[src/rtl/irqagg_pkg.sv]
// Package: shared constants for the interrupt status aggregator.
// Assumes status bytes are 8 bits wide and sources are indexed DMA, SCSI0, SCSI1.
package irqagg_pkg;
    localparam int STAT_W  = 8;
    localparam int NUM_SRC = 3;

    localparam int SRC_DMA   = 0;
    localparam int SRC_SCSI0 = 1;
    localparam int SRC_SCSI1 = 2;

    // Storable bits of each status byte
    localparam logic [STAT_W-1:0] DMA_VALID = 8'h7F;
    localparam logic [STAT_W-1:0] S0_VALID  = 8'hFF;
    localparam logic [STAT_W-1:0] S1_VALID  = 8'h07;

    // Internally raised DMA causes
    localparam logic [STAT_W-1:0] DMA_ABORT = 8'h10;
    localparam logic [STAT_W-1:0] DMA_STEP  = 8'h08;

    // SCSI0 events that halt only when enabled: complete, selected, reselected
    localparam logic [STAT_W-1:0] S0_SOFT   = 8'h70;
    // SCSI1 timers that halt only when enabled
    localparam logic [STAT_W-1:0] S1_TIMERS = 8'h03;
    // SCSI1 selection timeout, deferred until a bus instruction
    localparam logic [STAT_W-1:0] S1_SELTO  = 8'h04;

    localparam int SUM_ONFLY_BIT = 2;
    localparam int SUM_ABORT_BIT = 7;
    localparam int CTL_STEP_BIT  = 4;

    typedef struct packed {
        logic [3:0] upper;
        logic       rsvd;
        logic       onfly;
        logic       scsi_pend;
        logic       dma_pend;
    } summary_t;

    // Returns the mask of storable bits for a source index.
    function automatic logic [STAT_W-1:0] src_valid(input int idx);
        case (idx)
            SRC_DMA:   return DMA_VALID;
            SRC_SCSI0: return S0_VALID;
            default:   return S1_VALID;
        endcase
    endfunction
endpackage

[src/rtl/irqagg_status_bank.sv]
// Module: one sticky status byte with clear-on-read.
// Assumes set pulses and the read strobe are synchronous to clk; a read
// discards the old contents while events of the same cycle are kept.
module irqagg_status_bank #(
    parameter int              W     = 8,
    parameter logic [W-1:0]    VALID = '1
) (
    input  logic         clk,
    input  logic         rst_n,
    input  logic [W-1:0] set_i,
    input  logic         clr_i,
    output logic [W-1:0] stat_q,
    output logic [W-1:0] stat_d
);
    // Next value: cleared on read, then merged with new events.
    always_comb begin
        stat_d = (clr_i ? '0 : stat_q) | (set_i & VALID);
    end

    // Status storage with synchronous reset.
    always_ff @(posedge clk) begin
        if (!rst_n) stat_q <= '0;
        else        stat_q <= stat_d;
    end
endmodule

[src/rtl/irqagg_halt_policy.sv]
// Module: decides whether the events of this cycle must stop the sequencer.
// Assumes dma_set is already limited to storable DMA bits; uses its own
// masking rule, independent of the interrupt enables for SCSI0 hard errors.
module irqagg_halt_policy
    import irqagg_pkg::*;
(
    input  logic [STAT_W-1:0] dma_set,
    input  logic [STAT_W-1:0] s0_evt,
    input  logic [STAT_W-1:0] s1_evt,
    input  logic [STAT_W-1:0] s0_en,
    input  logic [STAT_W-1:0] s1_en,
    input  logic [STAT_W-1:0] s1_stat_q,
    input  logic              bus_insn,
    output logic              halt_now
);
    logic dma_halt, s0_halt, s1_halt, selto_halt;

    // Combine each halt cause.
    always_comb begin
        dma_halt   = |dma_set;
        s0_halt    = |(s0_evt & (s0_en | ~S0_SOFT));
        s1_halt    = |(s1_evt & s1_en & S1_TIMERS);
        selto_halt = bus_insn & (|(s1_stat_q & S1_SELTO));
        halt_now   = dma_halt | s0_halt | s1_halt | selto_halt;
    end
endmodule

[src/rtl/irqagg_summary.sv]
// Module: enable masks, summary byte and the registered interrupt line.
// Assumes status next-state values arrive from the banks so the interrupt
// register lines up with the status registers in the same cycle.
module irqagg_summary
    import irqagg_pkg::*;
(
    input  logic              clk,
    input  logic              rst_n,
    input  logic              en_we    [NUM_SRC],
    input  logic [STAT_W-1:0] en_wdata [NUM_SRC],
    input  logic [STAT_W-1:0] stat_q   [NUM_SRC],
    input  logic [STAT_W-1:0] stat_d   [NUM_SRC],
    input  logic              sum_we,
    input  logic [STAT_W-1:0] sum_wdata,
    input  logic              onfly_set,
    output logic [STAT_W-1:0] en_q     [NUM_SRC],
    output summary_t          summary,
    output logic              irq
);
    logic [STAT_W-1:0] en_d [NUM_SRC];
    logic [3:0]        upper_q;
    logic              onfly_q, onfly_d;
    logic              dma_pend_d, scsi_pend_d;

    // Enable registers, one per source, limited to storable bits.
    for (genvar i = 0; i < NUM_SRC; i++) begin : g_en
        always_comb begin
            en_d[i] = en_we[i] ? (en_wdata[i] & src_valid(i)) : en_q[i];
        end

        // Holds the enable mask of source i.
        always_ff @(posedge clk) begin
            if (!rst_n) en_q[i] <= '0;
            else        en_q[i] <= en_d[i];
        end
    end

    // On-the-fly flag next state: a set wins over a write-one clear.
    always_comb begin
        onfly_d = onfly_set | (onfly_q & ~(sum_we & sum_wdata[SUM_ONFLY_BIT]));
    end

    // Pending bits computed from next-state values for the interrupt register.
    always_comb begin
        dma_pend_d  = |(stat_d[SRC_DMA] & en_d[SRC_DMA]);
        scsi_pend_d = |(stat_d[SRC_SCSI0] & en_d[SRC_SCSI0])
                    | |(stat_d[SRC_SCSI1] & en_d[SRC_SCSI1]);
    end

    // Upper nibble, flag and interrupt registers.
    always_ff @(posedge clk) begin
        if (!rst_n) begin
            upper_q <= '0;
            onfly_q <= 1'b0;
            irq     <= 1'b0;
        end else begin
            if (sum_we) upper_q <= sum_wdata[7:4];
            onfly_q <= onfly_d;
            irq     <= dma_pend_d | scsi_pend_d | onfly_d;
        end
    end

    // Summary byte assembled from stored state.
    always_comb begin
        summary.upper     = upper_q;
        summary.rsvd      = 1'b0;
        summary.onfly     = onfly_q;
        summary.dma_pend  = |(stat_q[SRC_DMA] & en_q[SRC_DMA]);
        summary.scsi_pend = |(stat_q[SRC_SCSI0] & en_q[SRC_SCSI0])
                          | |(stat_q[SRC_SCSI1] & en_q[SRC_SCSI1]);
    end
endmodule

[src/rtl/irq_aggregator.sv]
// Module: top of the interrupt status aggregator.
// Gathers DMA and SCSI event pulses into status bytes, derives the summary
// byte and interrupt line, and raises a one-cycle halt request for the
// script sequencer. Assumes all inputs are synchronous to clk.
module irq_aggregator
    import irqagg_pkg::*;
(
    input  logic       clk,
    input  logic       rst_n,
    input  logic [7:0] dma_evt,
    input  logic [7:0] scsi0_evt,
    input  logic [7:0] scsi1_evt,
    input  logic       dma_en_we,
    input  logic [7:0] dma_en_wdata,
    input  logic       scsi0_en_we,
    input  logic [7:0] scsi0_en_wdata,
    input  logic       scsi1_en_we,
    input  logic [7:0] scsi1_en_wdata,
    input  logic       ctl_we,
    input  logic [7:0] ctl_wdata,
    input  logic       sum_we,
    input  logic [7:0] sum_wdata,
    input  logic       onfly_set,
    input  logic       dma_rd,
    input  logic       scsi0_rd,
    input  logic       scsi1_rd,
    input  logic       insn_done,
    input  logic       bus_insn,
    output logic [7:0] summary,
    output logic       irq,
    output logic       halt_req,
    output logic [7:0] dma_status,
    output logic [7:0] scsi0_status,
    output logic [7:0] scsi1_status
);
    logic [STAT_W-1:0] set_a    [NUM_SRC];
    logic              clr_a    [NUM_SRC];
    logic [STAT_W-1:0] stat_q   [NUM_SRC];
    logic [STAT_W-1:0] stat_d   [NUM_SRC];
    logic              en_we    [NUM_SRC];
    logic [STAT_W-1:0] en_wdata [NUM_SRC];
    logic [STAT_W-1:0] en_q     [NUM_SRC];
    logic [STAT_W-1:0] dma_int;
    logic              step_q;
    logic              halt_now;
    summary_t          sum_s;

    // Internally raised DMA causes: abort by summary write, single step.
    always_comb begin
        dma_int = '0;
        if (sum_we && sum_wdata[SUM_ABORT_BIT]) dma_int = dma_int | DMA_ABORT;
        if (insn_done && step_q)                dma_int = dma_int | DMA_STEP;
    end

    // Route per-source set, clear and enable-write signals into arrays.
    always_comb begin
        set_a[SRC_DMA]      = dma_evt | dma_int;
        set_a[SRC_SCSI0]    = scsi0_evt;
        set_a[SRC_SCSI1]    = scsi1_evt;
        clr_a[SRC_DMA]      = dma_rd;
        clr_a[SRC_SCSI0]    = scsi0_rd;
        clr_a[SRC_SCSI1]    = scsi1_rd;
        en_we[SRC_DMA]      = dma_en_we;
        en_we[SRC_SCSI0]    = scsi0_en_we;
        en_we[SRC_SCSI1]    = scsi1_en_we;
        en_wdata[SRC_DMA]   = dma_en_wdata;
        en_wdata[SRC_SCSI0] = scsi0_en_wdata;
        en_wdata[SRC_SCSI1] = scsi1_en_wdata;
    end

    // One status bank per source.
    for (genvar i = 0; i < NUM_SRC; i++) begin : g_bank
        irqagg_status_bank #(
            .W     (STAT_W),
            .VALID (src_valid(i))
        ) u_bank (
            .clk    (clk),
            .rst_n  (rst_n),
            .set_i  (set_a[i]),
            .clr_i  (clr_a[i]),
            .stat_q (stat_q[i]),
            .stat_d (stat_d[i])
        );
    end

    irqagg_summary u_summary (
        .clk       (clk),
        .rst_n     (rst_n),
        .en_we     (en_we),
        .en_wdata  (en_wdata),
        .stat_q    (stat_q),
        .stat_d    (stat_d),
        .sum_we    (sum_we),
        .sum_wdata (sum_wdata),
        .onfly_set (onfly_set),
        .en_q      (en_q),
        .summary   (sum_s),
        .irq       (irq)
    );

    irqagg_halt_policy u_halt (
        .dma_set   (set_a[SRC_DMA] & DMA_VALID),
        .s0_evt    (scsi0_evt),
        .s1_evt    (scsi1_evt),
        .s0_en     (en_q[SRC_SCSI0]),
        .s1_en     (en_q[SRC_SCSI1]),
        .s1_stat_q (stat_q[SRC_SCSI1]),
        .bus_insn  (bus_insn),
        .halt_now  (halt_now)
    );

    // Single-step control bit and halt pulse register.
    always_ff @(posedge clk) begin
        if (!rst_n) begin
            step_q   <= 1'b0;
            halt_req <= 1'b0;
        end else begin
            if (ctl_we) step_q <= ctl_wdata[CTL_STEP_BIT];
            halt_req <= halt_now;
        end
    end

    // Drive the visible status and summary bytes.
    always_comb begin
        summary      = sum_s;
        dma_status   = stat_q[SRC_DMA] | 8'h80;
        scsi0_status = stat_q[SRC_SCSI0];
        scsi1_status = stat_q[SRC_SCSI1];
    end
endmodule

[config.mk]
export PLATFORM = sky130hd
export DESIGN_NAME = irq_aggregator
export DESIGN_NICKNAME = d
export VERILOG_FILES = /design/src/rtl/irqagg_pkg.sv /design/src/rtl/irqagg_status_bank.sv /design/src/rtl/irqagg_halt_policy.sv /design/src/rtl/irqagg_summary.sv /design/src/rtl/irq_aggregator.sv
export SDC_FILE = /design/constraint.sdc
export NUM_CORES = 1
export LEC_CHECK = 0
export ABC_CLOCK_PERIOD_IN_PS = 1700
export BUFFER_PORTS_ARGS = -buffer_cell sky130_fd_sc_hd__buf_4
export CAP_MARGIN = 10
export CORE_UTILIZATION = 45
export CTS_BUF_LIST = sky130_fd_sc_hd__clkbuf_16
export CTS_CLUSTER_DIAMETER = 60
export DETAILED_ROUTE_END_ITERATION = 6
export PLACE_DENSITY = 0.79
export SYNTH_ARGS = -nofsm -noshare
export SYNTH_HDL_FRONTEND = slang
export SYNTH_SLANG_ARGS = --single-unit
[constraint.sdc]
create_clock -name clk -period 1.7 [get_ports clk]
set_input_delay 0.17 -clock clk [delete_from_list [all_inputs] [get_ports clk]]
set_output_delay 0.17 -clock clk [all_outputs]
set_load 0.02 [all_outputs]
==> impl_metrics.tcl <==
set metrics [dict create \
    status "finished, final reports clean" \
    ioPinCount 111 \
    ys_ff_latch 56 \
    rrSetupSlack_ns 0.12 \
    critPathRequiredTime_ns 1.53 \
    rsz0062_at_grt "no" \
    drv_slew 0 \
    grt_pass1_vias 1849 \
    crit_fanout 2 \
    gp_congestion 0.805 \
    worstPathCellList "a222oi_1, and3_1, nand3_2, buf_6" \
    place.port_buffers 86 \
    mostFrequentLayoutCell "buf_4" \
    clock_sinks 56 \
    postSynthAreaPerCell_sq_um 9.68 \
    wirelength_mm 5.88 \
    ys_warn_count 0 \
    grt_max_degree 24 \
    routed_via_density 5.47 \
    final_hold_viol_count 0 \
    htreeDepth 2 \
    slew_headroom 0.651 \
    cts_tree "built" \
    period_minus_slack_ns 1.64 \
    grt_pass1_wl_mm 9.04 \
    antenna_found_initial 0 \
    yosys.cell_types.count 34 \
    startpoint_type "register" \
    layout-drive-gt1-share 0.342 \
    hold_depth 3 \
    maxCapViolCount 0 \
    slowest_delay_ns 0.33 \
    hp-class "primary input to register" \
    p_leak_nw 1.42 \
    wire_per_inst_microns 16.5 \
    die_w_microns 71.6 \
    max_freq_mhz 610 \
    clock_path_buffers 2 \
    peakVddDrop_uv 626 \
    antennaDiodeCount 0 \
    end_kind "output port" \
    critPathSlowestCell "a222oi_1" \
    r2r_end "u_summary.irq$_SDFF_PN0_" \
    mostFrequentLayoutCells "buf_4 (87), dfxtp_1 (55), nor2_1 (42)" \
    ys_seq_area_frac 0.515 \
    synth_ff_type "dfxtp_1" \
    synthesis.area_sq_um 2180 \
    synth_cells 225 \
    whs_ns 0.105 \
    dp_hpwl_mm 4.40 \
    grt-ovfl-total 0 \
    clkLatencyLatePin_ns 0.29 \
    syn_to_final_growth_pct 38.9 \
    row_count 24 \
    die_y_microns 71.6 \
    setup_tns_ns 0 \
    clkTransAtPathRegs_ns 0.07 \
    synth_edf_count 0 \
    drtIter0Drc 115 \
    synthesis.nets 302 \
    nFillCells 369 \
    seq_area_sq_um 1120 \
    firstDrtPassIters 4 \
    route.detailed.drc 0 \
    start_util 0.484 \
    vias 1947 \
    die_area_sq_um 5120 \
    skew_ns 0.00519 \
    cts-root-buf "clkbuf_16" \
    ant_nets 0 \
    worst_pin_slew_ns 0.510 \
    worstReg2RegStart "u_summary.en_q[6]$_SDFF_PN0_" \
    grt_use_total 0.233 \
    critical_path_class "register to output port" \
    multiInputGateArea_sq_um 925 \
    fin_nets 380 \
    async_flop_share 0 \
    period_share 0.965 \
    whs_endpoint "g_bank[0].u_bank.stat_q[5]$_SDFF_PN0_" \
    ff2ff_path_depth 6 \
    min_from "dma_evt[5]" \
    critPathArrivalTime_ns 1.47 \
    coreArea_sq_um 4500 \
    finalSetupViolations 0 \
    cts_made_buffers 5 \
    power.density_nw_per_um2 1110 \
]
[layer usage]
layer,share of wire,GRT usage
met1,0.43,0.306
met2,0.49,0.380
met3,0.060,0.0549
met4,0.020,0.0828
met5,0,0
[report_power, final]
| part | switching (W) | internal (W) |
|---|---|---|
| Combinational | 0.000241 | 0.000228 |
| Sequential | 0.0000456 | 0.00138 |
| Clock | 0.000471 | 0.000993 |
| Total | 0.000757 | 0.00260 |
[worst max-delay path by stage]
stage	start	endpoint	slack, ns	cells past startpoint
global route	u_summary.en_q[1]$_SDFF_PN0_	summary[1]	0.0004	5
floorplan	g_bank[2].u_bank.stat_q[6]$_SDFF_PN0_	u_summary.irq$_SDFF_PN0_	0.33	5
detailed placement	g_bank[2].u_bank.stat_q[6]$_SDFF_PN0_	u_summary.irq$_SDFF_PN0_	0.22	5
global placement	g_bank[2].u_bank.stat_q[6]$_SDFF_PN0_	u_summary.irq$_SDFF_PN0_	0.25	5
finish	u_summary.en_q[6]$_SDFF_PN0_	summary[1]	0.06	4
CTS	g_bank[2].u_bank.stat_q[2]$_SDFF_PN0_	summary[1]	0.002	5
[sequential cells by signal, summed over array words and instances, names as in the netlist]
register and count:
g_bank.u_bank.stat_q 24, halt_req 1, step_q 1, u_summary.en_q 24, u_summary.irq 1, u_summary.onfly_q 1
u_summary.upper_q 4
[per-stage QoR]
stage	utilization	std cells	instance area, sq um	total power [W]	worst slack, ns
floorplan	-	225	2180	0.00170	0.327
global placement	0.617	346	2780	0.00190	0.254
detailed placement	0.617	346	2780	0.00191	0.219
CTS	0.666	354	3000	0.00335	0.00219
global route	0.672	356	3030	0.00346	0.000373
finish	0.672	356	3030	0.00335	0.0602
[worst max-delay path, delay by kind of cell (launching register included)]
| kind | cells | cell delay, ns |
|---|---|---|
| AO/OA/AOI/OAI | 1 | 0.33 |
| AND/OR/NAND/NOR | 2 | 0.37 |
| flip-flops | 1 | 0.31 |
| buffers and inverters | 1 | 0.16 |
[cells by family after synthesis]
kind of cell           share of synthesized area
flip-flops                                 0.515
multiplexers                               0.107
other                                    0.00345
AND/OR/NAND/NOR                            0.176
AO/OA/AOI/OAI                              0.133
buffers and inverters                     0.0660
[area by class of cell]
class	instances	area share
Clock inverter	3	0.0298
Inverter	4	0.00496
Sequential cell	56	0.371
Clock buffer	5	0.0413
Tap cell	52	0.0215
Timing Repair Buffer	89	0.226
Multi-Input combinational cell	147	0.305
[synthesized netlist by cell type (2+ instances only)]
| library cell | instances | area (sq um) |
|---|---|---|
| and3_1 | 7 | 43.8 |
| a31oi_1 | 2 | 12.5 |
| conb_1 | 2 | 7.51 |
| a22o_1 | 2 | 17.5 |
| a21oi_1 | 20 | 100 |
| buf_4 | 10 | 75.1 |
| nor2b_1 | 3 | 18.8 |
| nand2_1 | 5 | 18.8 |
| a22oi_1 | 6 | 45.0 |
| inv_1 | 3 | 11.3 |
| mux2i_1 | 20 | 200 |
| o21ai_1 | 3 | 15.0 |
| nand4_1 | 2 | 12.5 |
| o22ai_1 | 5 | 31.3 |
| buf_6 | 3 | 33.8 |
| mux2_1 | 3 | 33.8 |
| dfxtp_1 | 56 | 1120 |
| nor4_1 | 4 | 25.0 |
| a222oi_1 | 3 | 30.0 |
| and2_1 | 8 | 50.1 |
| nor2_1 | 42 | 158 |
| clkbuf_1 | 4 | 15.0 |
[repair_timing]
item                                    in CTS  in global routing
pin swaps                                    1                  3
buffers inserted                             0                  2
endpoints found under the setup margin       1                  1
resized for setup                            1                  3
hold buffers                                 0                  0
No activity file was read; power rests on OpenSTA's default activity.
